<file path="src/rtl/pkc_pkg.sv">
package pkc_pkg;
    typedef enum logic [1:0] {
        PH_IDLE  = 2'd0,
        PH_FALL  = 2'd1,
        PH_EMIT  = 2'd2,
        PH_DONE  = 2'd3
    } phase_e;
endpackage

</file>
<file path="src/rtl/psc_fall_grid.sv">
module psc_fall_grid #(
    parameter int N = 16
) (
    input  logic           clk,
    input  logic           rst_n,
    input  logic           load_en,
    input  logic [N*N-1:0] img_i,
    input  logic           step_en,
    output logic [N*N-1:0] grid_o
);
    localparam int CELLS = N * N;

    logic [CELLS-1:0] grid_d, grid_q, fall_v;

    // one gravity step: a set cell stays when supported, a clear cell takes the pixel above
    for (genvar r = 0; r < N; r++) begin : g_row
        for (genvar c = 0; c < N; c++) begin : g_col
            logic above_v, below_v;
            if (r == 0) begin : g_top
                assign above_v = 1'b0;
            end else begin : g_top_n
                assign above_v = grid_q[(r-1)*N + c];
            end
            if (r == N-1) begin : g_bot
                assign below_v = 1'b1;
            end else begin : g_bot_n
                assign below_v = grid_q[(r+1)*N + c];
            end
            assign fall_v[r*N + c] = grid_q[r*N + c] ? below_v : above_v;
        end
    end

    always_comb begin
        grid_d = grid_q;
        if (load_en) begin
            grid_d = img_i;
        end else if (step_en) begin
            grid_d = fall_v;
        end
    end

    always_ff @(posedge clk) begin
        if (!rst_n) begin
            grid_q <= '0;
        end else begin
            grid_q <= grid_d;
        end
    end

    assign grid_o = grid_q;

    // a fall step neither creates nor destroys pixels
    p_conserve_r4: assert property (@(posedge clk) disable iff (!rst_n)
        (step_en && !load_en) |=> ($countones(grid_q) == $past($countones(grid_q))));
endmodule

</file>
<file path="src/rtl/psc_top_finder.sv">
module psc_top_finder #(
    parameter int N  = 16,
    parameter int RW = $clog2(N)
) (
    input  logic                  clk,
    input  logic                  rst_n,
    input  logic                  check_en,
    input  logic [N*N-1:0]        grid_i,
    output logic [N-1:0]          nonempty_o,
    output logic [N-1:0][RW-1:0]  top_row_o
);
    for (genvar c = 0; c < N; c++) begin : g_col
        logic [N-1:0]  col_v;
        logic [N-1:0]  mark_v;
        logic [RW-1:0] row_v;

        for (genvar r = 0; r < N; r++) begin : g_cell
            assign col_v[r] = grid_i[r*N + c];
            // compare with the copy shifted one row down; only the stack top differs
            if (r == 0) begin : g_first
                assign mark_v[r] = col_v[r];
            end else begin : g_rest
                assign mark_v[r] = col_v[r] ^ col_v[r-1];
            end
        end

        always_comb begin
            row_v = '0;
            for (int r = 0; r < N; r++) begin
                if (mark_v[r]) begin
                    row_v = row_v | RW'(r);
                end
            end
        end

        assign nonempty_o[c] = col_v[N-1];
        assign top_row_o[c]  = row_v;

        // R5 (and R4 stacked form): at most one marker per column during readout
        p_stack_top_r5: assert property (@(posedge clk) disable iff (!rst_n)
            check_en |-> $onehot0(mark_v));
    end
endmodule

</file>
<file path="src/rtl/psc_pick_low.sv">
module psc_pick_low #(
    parameter int W  = 16,
    parameter int IW = $clog2(W)
) (
    input  logic [W-1:0]  req_i,
    output logic          any_o,
    output logic [IW-1:0] idx_o
);
    always_comb begin
        idx_o = '0;
        for (int i = W-1; i >= 0; i--) begin
            if (req_i[i]) begin
                idx_o = IW'(i);
            end
        end
    end

    assign any_o = |req_i;
endmodule

</file>
<file path="src/rtl/pixel_stack_counter.sv">
module pixel_stack_counter
    import pkc_pkg::*;
#(
    parameter int N = 16
) (
    input  logic                         clk,
    input  logic                         rst_n,
    input  logic                         load,
    input  logic [N*N-1:0]               img_in,
    input  logic                         start,
    output logic                         ev_valid,
    output logic [$clog2(N)-1:0]         ev_row,
    output logic [$clog2(N)-1:0]         ev_col,
    output logic [$clog2(N*N+1)-1:0]     count,
    output logic                         done
);
    localparam int RW   = $clog2(N);
    localparam int ITW  = $clog2(N);
    localparam int CNTW = $clog2(N*N+1);
    localparam int LAST = N - 2;

    typedef struct packed {
        phase_e          phase;
        logic [ITW-1:0]  iter;
        logic [N-1:0]    served;
        logic            ev_valid;
        logic [RW-1:0]   ev_row;
        logic [RW-1:0]   ev_col;
        logic [CNTW-1:0] count;
        logic            done;
    } ctl_t;

    ctl_t ctl_d, ctl_q;

    logic [N*N-1:0]       grid_w;
    logic [N-1:0]         nonempty_w;
    logic [N-1:0][RW-1:0] top_row_w;
    logic [N-1:0]         pending_w;
    logic                 pick_any_w;
    logic [RW-1:0]        pick_idx_w;
    logic                 idle_w;
    logic                 load_en_w;
    logic                 step_en_w;
    logic [RW-1:0]        pick_row_w;

    assign idle_w    = (ctl_q.phase == PH_IDLE) || (ctl_q.phase == PH_DONE);
    assign load_en_w = load && idle_w;
    assign step_en_w = (ctl_q.phase == PH_FALL);

    psc_fall_grid #(.N(N)) i_grid (
        .clk     (clk),
        .rst_n   (rst_n),
        .load_en (load_en_w),
        .img_i   (img_in),
        .step_en (step_en_w),
        .grid_o  (grid_w)
    );

    psc_top_finder #(.N(N), .RW(RW)) i_finder (
        .clk        (clk),
        .rst_n      (rst_n),
        .check_en   (ctl_q.phase == PH_EMIT),
        .grid_i     (grid_w),
        .nonempty_o (nonempty_w),
        .top_row_o  (top_row_w)
    );

    assign pending_w = nonempty_w & ~ctl_q.served;

    psc_pick_low #(.W(N), .IW(RW)) i_pick (
        .req_i (pending_w),
        .any_o (pick_any_w),
        .idx_o (pick_idx_w)
    );

    assign pick_row_w = top_row_w[pick_idx_w];

    always_comb begin
        ctl_d          = ctl_q;
        ctl_d.ev_valid = 1'b0;
        unique case (ctl_q.phase)
            PH_IDLE, PH_DONE: begin
                if (start) begin
                    ctl_d.phase  = PH_FALL;
                    ctl_d.iter   = '0;
                    ctl_d.served = '0;
                    ctl_d.count  = '0;
                    ctl_d.done   = 1'b0;
                end
            end
            PH_FALL: begin
                if (ctl_q.iter == ITW'(LAST)) begin
                    ctl_d.phase = PH_EMIT;
                end else begin
                    ctl_d.iter = ctl_q.iter + 1'b1;
                end
            end
            PH_EMIT: begin
                if (pick_any_w) begin
                    ctl_d.ev_valid           = 1'b1;
                    ctl_d.ev_col             = pick_idx_w;
                    ctl_d.ev_row             = pick_row_w;
                    ctl_d.served[pick_idx_w] = 1'b1;
                    ctl_d.count = ctl_q.count + (CNTW'(N) - CNTW'(pick_row_w));
                end else begin
                    ctl_d.phase = PH_DONE;
                    ctl_d.done  = 1'b1;
                end
            end
            default: ctl_d.phase = PH_IDLE;
        endcase
    end

    always_ff @(posedge clk) begin
        if (!rst_n) begin
            ctl_q <= '{phase: PH_IDLE, iter: '0, served: '0, ev_valid: 1'b0,
                       ev_row: '0, ev_col: '0, count: '0, done: 1'b0};
        end else begin
            ctl_q <= ctl_d;
        end
    end

    assign ev_valid = ctl_q.ev_valid;
    assign ev_row   = ctl_q.ev_row;
    assign ev_col   = ctl_q.ev_col;
    assign count    = ctl_q.count;
    assign done     = ctl_q.done;

    // the fall phase never runs past N-1 steps
    p_fall_len_r3: assert property (@(posedge clk) disable iff (!rst_n)
        (ctl_q.phase == PH_FALL) |-> (ctl_q.iter <= ITW'(LAST)));

    // back-to-back events move strictly to higher columns
    p_col_order_r6: assert property (@(posedge clk) disable iff (!rst_n)
        (ev_valid && $past(ev_valid)) |-> (ev_col > $past(ev_col)));

    // the count never exceeds the pixel total
    p_count_bound_r7: assert property (@(posedge clk) disable iff (!rst_n)
        count <= CNTW'(N*N));

    // no event while done is shown, and done only rises from readout
    p_done_quiet_r8: assert property (@(posedge clk) disable iff (!rst_n)
        done |-> !ev_valid);
    p_done_rise_r8: assert property (@(posedge clk) disable iff (!rst_n)
        $rose(done) |-> ($past(ctl_q.phase) == PH_EMIT));

    // the captured image is held while a pass is running
    p_load_block_r2: assert property (@(posedge clk) disable iff (!rst_n)
        (ctl_q.phase == PH_EMIT) |=> $stable(grid_w) || (ctl_q.phase != PH_EMIT));
endmodule

</file>
<file path="config.mk">
export PLATFORM = sky130hd
export DESIGN_NAME = pixel_stack_counter
export DESIGN_NICKNAME = d
export VERILOG_FILES = /design/src/rtl/pkc_pkg.sv /design/src/rtl/psc_fall_grid.sv /design/src/rtl/psc_top_finder.sv /design/src/rtl/psc_pick_low.sv /design/src/rtl/pixel_stack_counter.sv
export SDC_FILE = /design/constraint.sdc
export NUM_CORES = 1
export LEC_CHECK = 0
export ABC_CLOCK_PERIOD_IN_PS = 10700
export BUFFER_PORTS_ARGS = -buffer_cell sky130_fd_sc_hd__buf_2
export CORE_ASPECT_RATIO = 0.6
export CORE_UTILIZATION = 52
export DETAILED_ROUTE_END_ITERATION = 8
export PLACE_DENSITY = 0.79
export SLEW_MARGIN = 10
export SYNTH_ARGS = -nofsm -noshare
export SYNTH_HDL_FRONTEND = slang
export SYNTH_HIERARCHICAL = 1
export SYNTH_SLANG_ARGS = --single-unit
</file>
<file path="constraint.sdc">
create_clock -name clk -period 10.7 [get_ports clk]
set_input_delay 3.21 -clock clk [delete_from_list [all_inputs] [get_ports clk]]
set_output_delay 3.21 -clock clk [all_outputs]
set_load 0.05 [all_outputs]
</file>
Word level (Yosys, flattened, before mapping)
Index checks and enable logic that the tools add are counted.
{"block": "totals", "regBits": 297, "latch_bits": 0, "ram_bits": 0, "romBits": 0, "inputBits": 260, "n_memories": 0}
{"block": "op_classes", "add_sub_neg": 3, "n_mul": 0, "n_div": 0, "n_lt_le_gt_ge": 2, "n_eq_ne": 9, "n_shift": 0, "mux": 529, "bitwise": 243, "reduce_logical": 15}
{"operator": "$mux 4", "count": 146}
{"operator": "$mux 256", "count": 2}
{"operator": "$mux 1", "count": 274}
{"operator": "$xor 1x1->1", "count": 240}
{"operator": "$mux 3", "count": 64}
{"operator": "$mux 2", "count": 34}
{"operator": "$mux 34", "count": 1}
{"operator": "$pmux 16 s2", "count": 1}
{"operator": "$mux 22", "count": 1}
{"operator": "$pmux 10 s2", "count": 1}
{"operator": "$and 16x16->16", "count": 1}
{"operator": "$bmux 4 s4", "count": 1}
{"operator": "$not 16->16", "count": 1}
{"operator": "$or 16x16->16", "count": 1}
{"operator": "$reduce_or 16->1", "count": 1}
{"operator": "$reduce_and 3->1", "count": 4}
{"operator": "$mux 10", "count": 1}
{"operator": "$add 9x9->9", "count": 1}
{"operator": "$ne 2x2->1 const B", "count": 4}
{"operator": "$pmux 4 s2", "count": 1}
{"operator": "$pmux 2 s3", "count": 1}
{"operator": "$reduce_bool 2->1", "count": 3}
{"operator": "$sub 5x4->6 const A", "count": 1}
{"operator": "$lt 4x5->1 const B", "count": 1}
{"operator": "other kinds (12)", "count": 15}

Depth between registers and ports, before layout
Gate-level depths: netlist (run 1).
{"block": "logic_depth", "depth_word": 25, "mapped_depth": 21, "mapped_depth_nobuf": 18}

Cells and area by module
The synthesis (run 1) kept the hierarchy.
{"module": "psc_fall_grid", "instances": 1, "cells_each": 1500, "area_each_um2": 12739.7}
{"module": "psc_top_finder", "instances": 1, "cells_each": 498, "area_each_um2": 3399.5}
{"module": "pixel_stack_counter", "instances": 1, "cells_each": 280, "area_each_um2": 2587.5}
{"module": "psc_pick_low", "instances": 1, "cells_each": 34, "area_each_um2": 176.4}

Worst setup path before layout (run 1)
No wires, ideal clock.
{"block": "synth_timing", "kind": "input -> register", "from": "input load", "to": "register i_grid.grid_q[128], in the netlist i_grid/grid_o[128]", "arrival_time_ps": 4230, "slack_ps": 6400, "path_stages": 7, "path_buffers": 3, "cell_sequence": "and2_1 -> buf_2 -> inv_2 -> buf_4 -> buf_1 -> o311ai_0 -> a21boi_1"}
{"block": "synth_between", "elab_chain_cells": 2, "word_cells_on_any_way": 3, "cone_classes": "1 x mux; 2 x reduce/logical"}
{"element": "from (decl)", "line_no": "pixel_stack_counter.sv:8", "rtl": "input logic load,"}
{"element": "$logic_and 1x1->1 *", "line_no": "pixel_stack_counter.sv:47", "rtl": "assign load_en_w = load && idle_w;"}
{"element": "$mux 256 or $reduce_bool 2->1 (tied branches)"}
{"element": "to (signal assigned)", "line_no": "psc_fall_grid.sv:46", "rtl": "grid_q <= grid_d;"}
{"element": "to (decl)", "line_no": "psc_fall_grid.sv:13", "rtl": "logic [CELLS-1:0] grid_d, grid_q, fall_v;"}
Mark *: on every way between the ends. The rest lies on a longest branch, timed or not.
A chain may end at the register's enable or synchronous reset.

Worst setup path in the final report (run 1)
{"block": "layout_timing", "from": "input load", "to": "register i_grid.grid_q[162], in the netlist i_grid/grid_o[162]"}
{"block": "layout_between", "elab_chain_cells": 2, "word_cells_on_any_way": 3, "cone_classes": "1 x mux; 2 x reduce/logical"}
{"element": "$logic_and 1x1->1 *", "line_no": "pixel_stack_counter.sv:47"}
{"element": "net load_en_w", "line_no": "pixel_stack_counter.sv:42", "rtl": "logic load_en_w;"}
{"element": "$mux 256 or $reduce_bool 2->1 (tied branches)"}
Mark *: on every way through the listed nets, which the timed path passes. The rest lies on a longest branch.

==> results.yml, run 1 <==
sta:
  hold_slack_ps: 459
  finalSetupViolCount: 0
  post-route-min-period_ps: 5390
  setup_ws_ps: 5310
  worst_pin_slew_ps: 1130
  hold_viol: 0
  final_max_slew_viol_count: 0
  fin_tns_setup_ps: 0
  finClkSkew_ps: 20.3
  relSlewSlack: 0.245
  rsz0062_at_grt: "no"
  fin_crit_sh: 0.504
  clock.fmax_mhz: 185
worst_setup_path:
  path_max_fanout: 88
  required_ps: 11210
  crit_path_start_kind: "input pin"
  r2r-end: "count[8]"
  worst_r2r_startpoint: "i_grid/grid_o[255]"
  path_class: "input pin to flop"
  worstPathArrival_ps: 5900
  endpoint_kind: "flop"
  r2r_cells: 17
  r2r_slack_ps: 5650
synthesis:
  yosysWarnings: 6
  ys_seq_area_frac: 0.315
  synthArstFlopShare: 0
  post_synth_inst_count: 2312
  synthTopCellsByArea: "dfxtp_1 31%, xor2_1 9.3%, a21boi_1 6.8%"
  synth_edf_count: 0
  syn_avg_cell_area_um2: 8.18
  syn_area_um2: 18900
  synth_flop_cell: "dfxtp_1"
  synth_top_cells_by_count: "297 x dfxtp_1, 271 x nand2_1, 201 x xor2_1, 188 x a21oi_1, 172 x a21boi_1"
  yosysTopAreaCell: "dfxtp_1"
  yosys.cell_count.top_type: "dfxtp_1"
  synth-seq-cells: 297
  yosysTopAreaCellShare: 0.315
  ys_types: 54
  synthesis.nets: 2585
cells_and_area:
  layout-drive-gt1-share: 0.151
  n_antenna_cell: 0
  final_util: 0.597
  area.growth.synth_to_final_pct: 11.8
  num-nets-final: 2723
  nFillCells: 3228
min_path:
  min_to: "ev_row[3]"
  whs_path_depth: 2
  hp-start: "ev_row[3]"
  hp-class: "flop to flop"
clock_network:
  cts_max_level: 1
  clk_latency_ps: 590
  clock_path_buffers: 3
  ctsHoldBuffers: 0
  postCtsSetupBuffers: 0
  cts_tree: "done"
  cts-root-buf: "clkbuf_16"
  post_cts_resized: 0
  cts_buffers: 30
  clkTransAtPathRegs_ps: 60
  clkSinkCount: 297
drt:
  firstDrtPassIters: 7
  dr_total_vias: 19200
  route.detailed.wl_per_inst_um: 25.3
  vias_per_cell: 6.52
  detail_route.iter0.violations: 2821
  drcViolationCount: 0
  finalWirelength_um: 74400
  detail-route-antenna-nets: 0
placement:
  pre_cts_ws_ps: 4880
  place.gp.congestion: 1.03
  port_buffers: 278
  dp_hpwl_um: 55700
grt:
  grt_use_total: 0.388
  grt_pass1_vias: 17000
  grt_overflow: 0
  grt_pass1_wl_um: 106000
  antenna_found_initial: 1
  grt_max_degree: 220
power:
  power.leakage_nw: 9.40
  power_density_nw_per_um2: 324
  total_power_w: 0.00684
  vdd_drop_max_v: 0.000181
flow_run:
  max_cap_violations: 0
outcome:
  status: "complete, no violations"
die:
  die_y_um: 150
  die_w_um: 248
  core_area_um2: 35400
  initial_core_util: 0.534
  num_rows: 53
  boundaryPins: 279
  dieArea_um2: 37100
==> worst max-delay path by stage <==
stage	from	end	slack [ps]
after detailed placement	load	i_grid/grid_o[163]	4880
after floorplan	load	i_grid/grid_o[128]	6400
after global routing	load	i_grid/grid_o[162]	5210
after global placement	load	i_grid/grid_o[202]	4930
final	load	i_grid/grid_o[162]	5310
after CTS	load	i_grid/grid_o[162]	5460
==> area by class of cell <==
class / count / area (µm²) / share of cell area
clock buffer: 34 / 817 / 0.0387
tap: 467 / 584 / 0.0277
clock inverter: 21 / 231 / 0.0110
sequential: 297 / 5950 / 0.281
timing repair buffer: 291 / 1510 / 0.0714
inverter: 125 / 473 / 0.0224
multi-input combinational: 1705 / 11600 / 0.548
==> cell families after synthesis <==
group,count (synthesis),share of synthesized area
AOI/OAI and AO/OA,861,0.337
and+or+nand+nor,588,0.139
buffers and inverters,310,0.0755
DFF,297,0.315
xor gates and xnor gates,227,0.105
muxes,16,0.0197
adders and majority gates,13,0.00900
==> through the flow <==
step                instance area [µm²]  instances
global placement                  20100       2885
global route                      21100       2940
detailed placement                20100       2885
finish                            21100       2940
CTS                               21100       2940
floorplan                         18900       2312
==> metal layers <==
layer  GRT usage  up-vias  part of all wire  routed length (µm)
li1            -     8635                 -                   -
met1       0.580     9213              0.44               33000
met2       0.495     1222              0.38               28100
met3       0.164      101              0.15               11300
met4      0.0985        2             0.026                1940
met5           0        -           0.00017                  13
==> sequential cells by signal, indices dropped and copies added, names as in the netlist <==
register       count
ev_row             4
done               1
ctl_q             22
ev_col             4
ev_valid           1
count              9
i_grid/grid_o    256
==> cells in the final DEF (no fill, tap or decap), drive strengths merged, types with 108 or more instances in the layout <==
| cell type | instances |
|---|---|
| a21boi | 247 |
| nor2 | 109 |
| a311o | 112 |
| dfxtp | 297 |
| nand2 | 272 |
| a21oi | 188 |
| a21o | 114 |
| buf | 291 |
| inv | 125 |
| o311ai | 108 |
| xor2 | 201 |
==> report_power, final <==
part	internal (W)	total (W)	switching, W
combinational	0.00130	0.00364	0.00234
clock	0.000647	0.00113	0.000487
sequential	0.00141	0.00207	0.000663
==> worst max-delay path, stage by stage <==
cell	delay, ps
buf_2	100
and2_4	320
inv_4	780
buf_4	790
o311ai_0	360
a21boi_1	210
No activity file was read; power rests on OpenSTA's default activity.
==> run 2: changes to the inputs <==
--- a/config.mk
+++ b/config.mk
@@ -5,12 +5,12 @@
 export SDC_FILE = /design/constraint.sdc
 export NUM_CORES = 1
 export LEC_CHECK = 0
-export ABC_CLOCK_PERIOD_IN_PS = 10700
+export ABC_CLOCK_PERIOD_IN_PS = 4400
 export BUFFER_PORTS_ARGS = -buffer_cell sky130_fd_sc_hd__buf_2
 export CORE_ASPECT_RATIO = 0.6
 export CORE_UTILIZATION = 52
 export DETAILED_ROUTE_END_ITERATION = 8
-export PLACE_DENSITY = 0.79
+export PLACE_DENSITY = 0.82
 export SLEW_MARGIN = 10
 export SYNTH_ARGS = -nofsm -noshare
 export SYNTH_HDL_FRONTEND = slang
==> constraint.sdc (replaced) <==
create_clock -name clk -period 4.4 [get_ports clk]
set_input_delay 1.32 -clock clk [delete_from_list [all_inputs] [get_ports clk]]
set_output_delay 1.32 -clock clk [all_outputs]
set_load 0.05 [all_outputs]
==> run 2 against run 1 <==
Non-clock buffer count up 57. Register-to-register slack worse by 5400 ps. Clock-buffer cell count up 10. Critical path type is now flop to flop. Critical endpoint is now count[6].
==> results.yml, run 2 (synthesis results as in run 1) <==
outcome:
  status: "complete, no violations"
cells_and_area:
  final_common_cell: "dfxtp_1"
  layout-drive-gt1-share: 0.169
  area.growth.synth_to_final_pct: 14.0
  num-nets-final: 2779
  n_antenna_cell: 0
  largest_reg_flops: 256
  fin_cells: 2994
  mostFrequentLayoutCells: "296 x dfxtp_1, 277 x buf_2, 271 x nand2_1, 201 x xor2_1, 187 x a21oi_1"
sta:
  final_max_slew_viol_count: 0
  fin_tns_setup_ps: 0
  relSlewSlack: 0.294
  worst_pin_slew_ps: 1060
  clock.fmax_mhz: 239
  rsz0062_at_grt: "no"
  fin_crit_sh: 0.951
  finClkSkew_ps: 12.1
  post-route-min-period_ps: 4190
  hold_viol: 0
  finalSetupViolCount: 0
worst_setup_path:
  slowest_stage: "mux4_2"
  worst_r2r_startpoint: "i_grid/grid_o[247]"
  path_max_fanout: 16
  slowest_delay_ps: 540
  crit_start: "i_grid/grid_o[247]"
  critPathBufInv: 2
  path_cells: "nor2b_1, nor2_1, nand2_1, nand3_1, o22ai_2, buf_12, mux4_2, a22oi_2, nand2_2, inv_1, ha_1, fa_1, a21o_1, a21o_1, a21oi_1, nor2_1, xnor2_1, nor2_1"
  endpoint_kind: "flop"
  required_ps: 4830
  worstPathArrival_ps: 4610
  crit_path_frequent_cell: "nor2_1"
  critPathTopFamily: "compound AO/OA/AOI/OAI gates"
  crit_path_start_kind: "flop"
  path_class: "flop to flop"
clock_network:
  clock_path_buffers: 3
  cts_max_level: 1
  cts_tree: "done"
  cts_buffers: 29
  clkTransAtPathRegs_ps: 70
  clkSinkCount: 297
  clk_latency_ps: 580
  cts-root-buf: "clkbuf_16"
drt:
  route.detailed.wl_per_inst_um: 27.3
  drcViolationCount: 0
  dr_total_vias: 19600
  finalWirelength_um: 81700
  firstDrtPassIters: 5
  detail-route-antenna-nets: 0
  detail_route.iter0.violations: 2875
  vias_per_cell: 6.56
grt:
  antenna_found_initial: 0
  grt_max_degree: 186
  grt_pass1_vias: 17200
  grt_use_total: 0.427
  grt_overflow: 0
  grt_pass1_wl_um: 115000
die:
  core_area_um2: 35400
  num_rows: 53
  boundaryPins: 279
  die_y_um: 150
  initial_core_util: 0.534
  die_w_um: 248
  dieArea_um2: 37100
power:
  power.leakage_nw: 9.68
  power_density_nw_per_um2: 814
  vdd_drop_max_v: 0.000383
flow_run:
  max_cap_violations: 0
min_path:
  hp-class: "flop to flop"
  hp-start: "ev_row[3]"
placement:
  dp_hpwl_um: 63000
  place.gp.congestion: 1.05
  placed_cells: 2938
  port_buffers: 278
-- run 2: timing repair --
item	CTS	global route
buffers inserted	0	4
gates resized for setup	0	11
hold buffers	0	0
endpoints found under the setup margin	0	4
-- run 2: path summary, 6_finish.rpt --
kind / slack [ps] / cells after the start / to
hold reg to reg: 460 / 2 / ev_row[3]
setup / recovery: 210 / 18 / count[6]
hold / removal: 460 / 2 / ev_row[3]
setup reg to reg: 210 / 18 / count[6]
-- run 2: metrics by stage --
| step | worst slack (ps) | utilization | hold WS [ps] | cell area (µm²) | total power, W |
|---|---|---|---|---|---|
| after floorplan | 529 | - | 435 | 18900 | 0.0107 |
| after global placement | 195 | 0.580 | 441 | 20500 | 0.0142 |
| after detailed placement | 40.5 | 0.580 | 446 | 20500 | 0.0143 |
| after CTS | 36.1 | 0.607 | 456 | 21500 | 0.0169 |
| after global routing | 1.54 | 0.609 | 479 | 21600 | 0.0182 |
| final | 213 | 0.609 | 457 | 21600 | 0.0175 |
-- run 2: tightest hold or removal path, cell delays in order (launching register included) --
cell and delay [ps]:
dfxtp_1 310, nand2_1 50, a21boi_1 50
-- run 2: layer usage --
layer  share of wire  GRT usage  routed length [µm]  vias to the layer above
met5               0          0                   0                        -
met1            0.46      0.663               37300                     9526
met3            0.15      0.143               12000                       82
met2            0.37      0.553               30600                     1282
li1                -          -                   -                     8747
met4           0.022     0.0893                1800                        0
-- run 2: final cells by class --
type | instances | area, µm²
fill | 3195 | 13900
multi-input combinational | 1705 | 11600
sequential | 297 | 5950
timing repair buffer | 348 | 2000
clock buffer | 44 | 852
tap | 467 | 584
inverter | 125 | 473
clock inverter | 8 | 97.6
-- run 2: power breakdown --
group	internal, W	switching, W
sequential	0.00343	0.00142
clock	0.00145	0.00116
combinational	0.00359	0.00649
==> run 3: changes to the inputs <==
--- a/config.mk
+++ b/config.mk
@@ -11,6 +11,7 @@
 export CORE_UTILIZATION = 52
 export DETAILED_ROUTE_END_ITERATION = 8
 export PLACE_DENSITY = 0.82
+export RECOVER_POWER = 50
 export SLEW_MARGIN = 10
 export SYNTH_ARGS = -nofsm -noshare
 export SYNTH_HDL_FRONTEND = slang
==> run 3 against run 2 <==
The flow now finishes with violations (max-capacitance violations, max-slew violations). Core utilization is 0.13 points lower. Die area is the same. Sequential share of layout area grew 0.059 points. Final area decreased by 0.21%. Setup slack lost 5.6 ps. Critical path depth stayed put. Global-route usage stayed put. Sequential cell count unchanged. Final cell count unchanged. Power shrank 0.43%. Highest routed layer unchanged. Combinational power about the same. Via count shrank 0.32%.
==> results.yml, run 3 (synthesis results as in run 1) <==
clock_network:
  clock_path_buffers: 3
  clk_latency_ps: 580
  clkTransAtPathRegs_ps: 70
  clkSinkCount: 297
  cts-root-buf: "clkbuf_16"
  cts_max_level: 1
  cts_tree: "done"
  cts_buffers: 29
  ctsHoldBuffers: 0
cells_and_area:
  n_antenna_cell: 0
  largest_reg_flops: 256
  mostFrequentLayoutCells: "296 x dfxtp_1, 277 x buf_2, 271 x nand2_1, 201 x xor2_1, 187 x a21oi_1"
  final_common_cell: "dfxtp_1"
  layout-drive-gt1-share: 0.168
  nFillCells: 3203
  num-nets-final: 2779
  area.growth.synth_to_final_pct: 13.8
worst_setup_path:
  r2r_cells: 18
  endpoint: "count[6]"
  crit_start: "i_grid/grid_o[247]"
  required_ps: 4820
  worstPathArrival_ps: 4610
  r2r-end: "count[6]"
  endpoint_kind: "flop"
  path_class: "flop to flop"
  r2r_slack_ps: 210
  crit_path_start_kind: "flop"
  path_max_fanout: 16
  worst_r2r_startpoint: "i_grid/grid_o[247]"
outcome:
  failed_checks: "max-capacitance violations, max-slew violations"
  status: "finished with violations"
grt:
  use_met2: 0.553
  grt_max_degree: 186
  antenna_found_initial: 0
  grt_overflow: 0
  grt_pass1_vias: 17200
  grt_use_total: 0.427
  use_met3: 0.143
  top_usage_layer: "met1"
  grt_pass1_wl_um: 115000
  grt.met1_usage: 0.663
drt:
  detail_route.iter0.violations: 2885
  dr_total_vias: 19600
  detail-route-antenna-nets: 0
  firstDrtPassIters: 5
  finalWirelength_um: 81700
  route.detailed.wl_per_inst_um: 27.3
  drcViolationCount: 0
  vias_per_cell: 6.54
power:
  power.leakage_nw: 9.62
  power_density_nw_per_um2: 812
  vdd_drop_max_v: 0.000362
sta:
  final_max_slew_viol_count: 432
  worst_pin_slew_ps: 2020
  finalSetupViolCount: 0
  hold_slack_ps: 458
  post-route-min-period_ps: 4190
  hold_viol: 0
  fin_tns_setup_ps: 0
  setup_ws_ps: 208
  fin_crit_sh: 0.953
  clock.fmax_mhz: 239
  relSlewSlack: -0.348
  finClkSkew_ps: 12.9
  rsz0062_at_grt: "no"
min_path:
  hp-class: "flop to flop"
placement:
  pre_cts_ws_ps: 40.5
  dp_hpwl_um: 63000
  place.gp.congestion: 1.05
  port_buffers: 278
die:
  die_y_um: 150
  dieArea_um2: 37100
  num_rows: 53
  initial_core_util: 0.534
  die_w_um: 248
  boundaryPins: 279
  core_area_um2: 35400
flow_run:
  max_cap_violations: 3
run 3: cell count changes in the layout (fill, tap and decap cells not counted), sizes merged:
cell      before  now
buf          348  344
clkbuf        44   48
clkinv         7    6
clkinvlp       0    1
run 3: area by class of cell:
cell class | instances | area, µm² | area share
flip-flops and latches | 297 | 5950 | 0.277
multi-input cells | 1705 | 11600 | 0.539
repair buffers | 348 | 1970 | 0.0915
clock buffers | 44 | 852 | 0.0396
clock inverters | 8 | 97.6 | 0.00454
well taps | 467 | 584 | 0.0272
inverters | 125 | 473 | 0.0220
run 3: layer usage:
layer / vias up / part of all wire
li1: 8742 / -
met1: 9539 / 0.46
met2: 1207 / 0.37
met3: 86 / 0.14
met4: 0 / 0.022
met5: - / 0
run 3: report_power, final:
part / leakage [nW] / switching [W] / total [W] / internal [W]
Clock: 0.469 / 0.00115 / 0.00260 / 0.00145
Sequential: 2.43 / 0.00142 / 0.00485 / 0.00343
Combinational: 6.71 / 0.00646 / 0.0100 / 0.00355
Total: 9.62 / 0.00903 / 0.0175 / 0.00843
run 3: what timing repair did:
item                       4_1_cts  5_1_grt
resized for setup                0       11
setup endpoints to repair        0        4
setup buffers                    0        4
run 3: through the flow:
stage | utilization | instances | area (µm²) | total power [W]
after CTS | 0.607 | 2990 | 21500 | 0.0169
after global routing | 0.607 | 2994 | 21500 | 0.0181
after floorplan | - | 2312 | 18900 | 0.0107
after global placement | 0.580 | 2938 | 20500 | 0.0142
final | 0.607 | 2994 | 21500 | 0.0175
after detailed placement | 0.580 | 2938 | 20500 | 0.0143
run 3: worst max-delay path, cell delays in order (launching register included):
cell and delay [ps]:
dfxtp_1 390, nor2b_1 270, nor2_1 130, nand2_1 90, nand3_1 100, o22ai_2 230, buf_12 200, mux4_2 510
a22oi_1 260, nand2_1 160, inv_1 90, ha_1 260, fa_1 440, a21o_1 180, a21o_1 190, a21oi_1 210
nor2_1 90, xnor2_1 160, nor2_1 50
run 3: worst min-delay path by stage:
stage,start,endpoint,slack [ps],cells past startpoint
floorplan,ev_row[0],ev_row[0],440,2
global placement,ev_row[3],ev_row[3],440,2
detailed placement,ev_row[3],ev_row[3],450,2
CTS,ev_row[3],ev_row[3],460,2
global route,ev_row[3],ev_row[3],480,2
finish,ev_row[3],ev_row[3],460,2
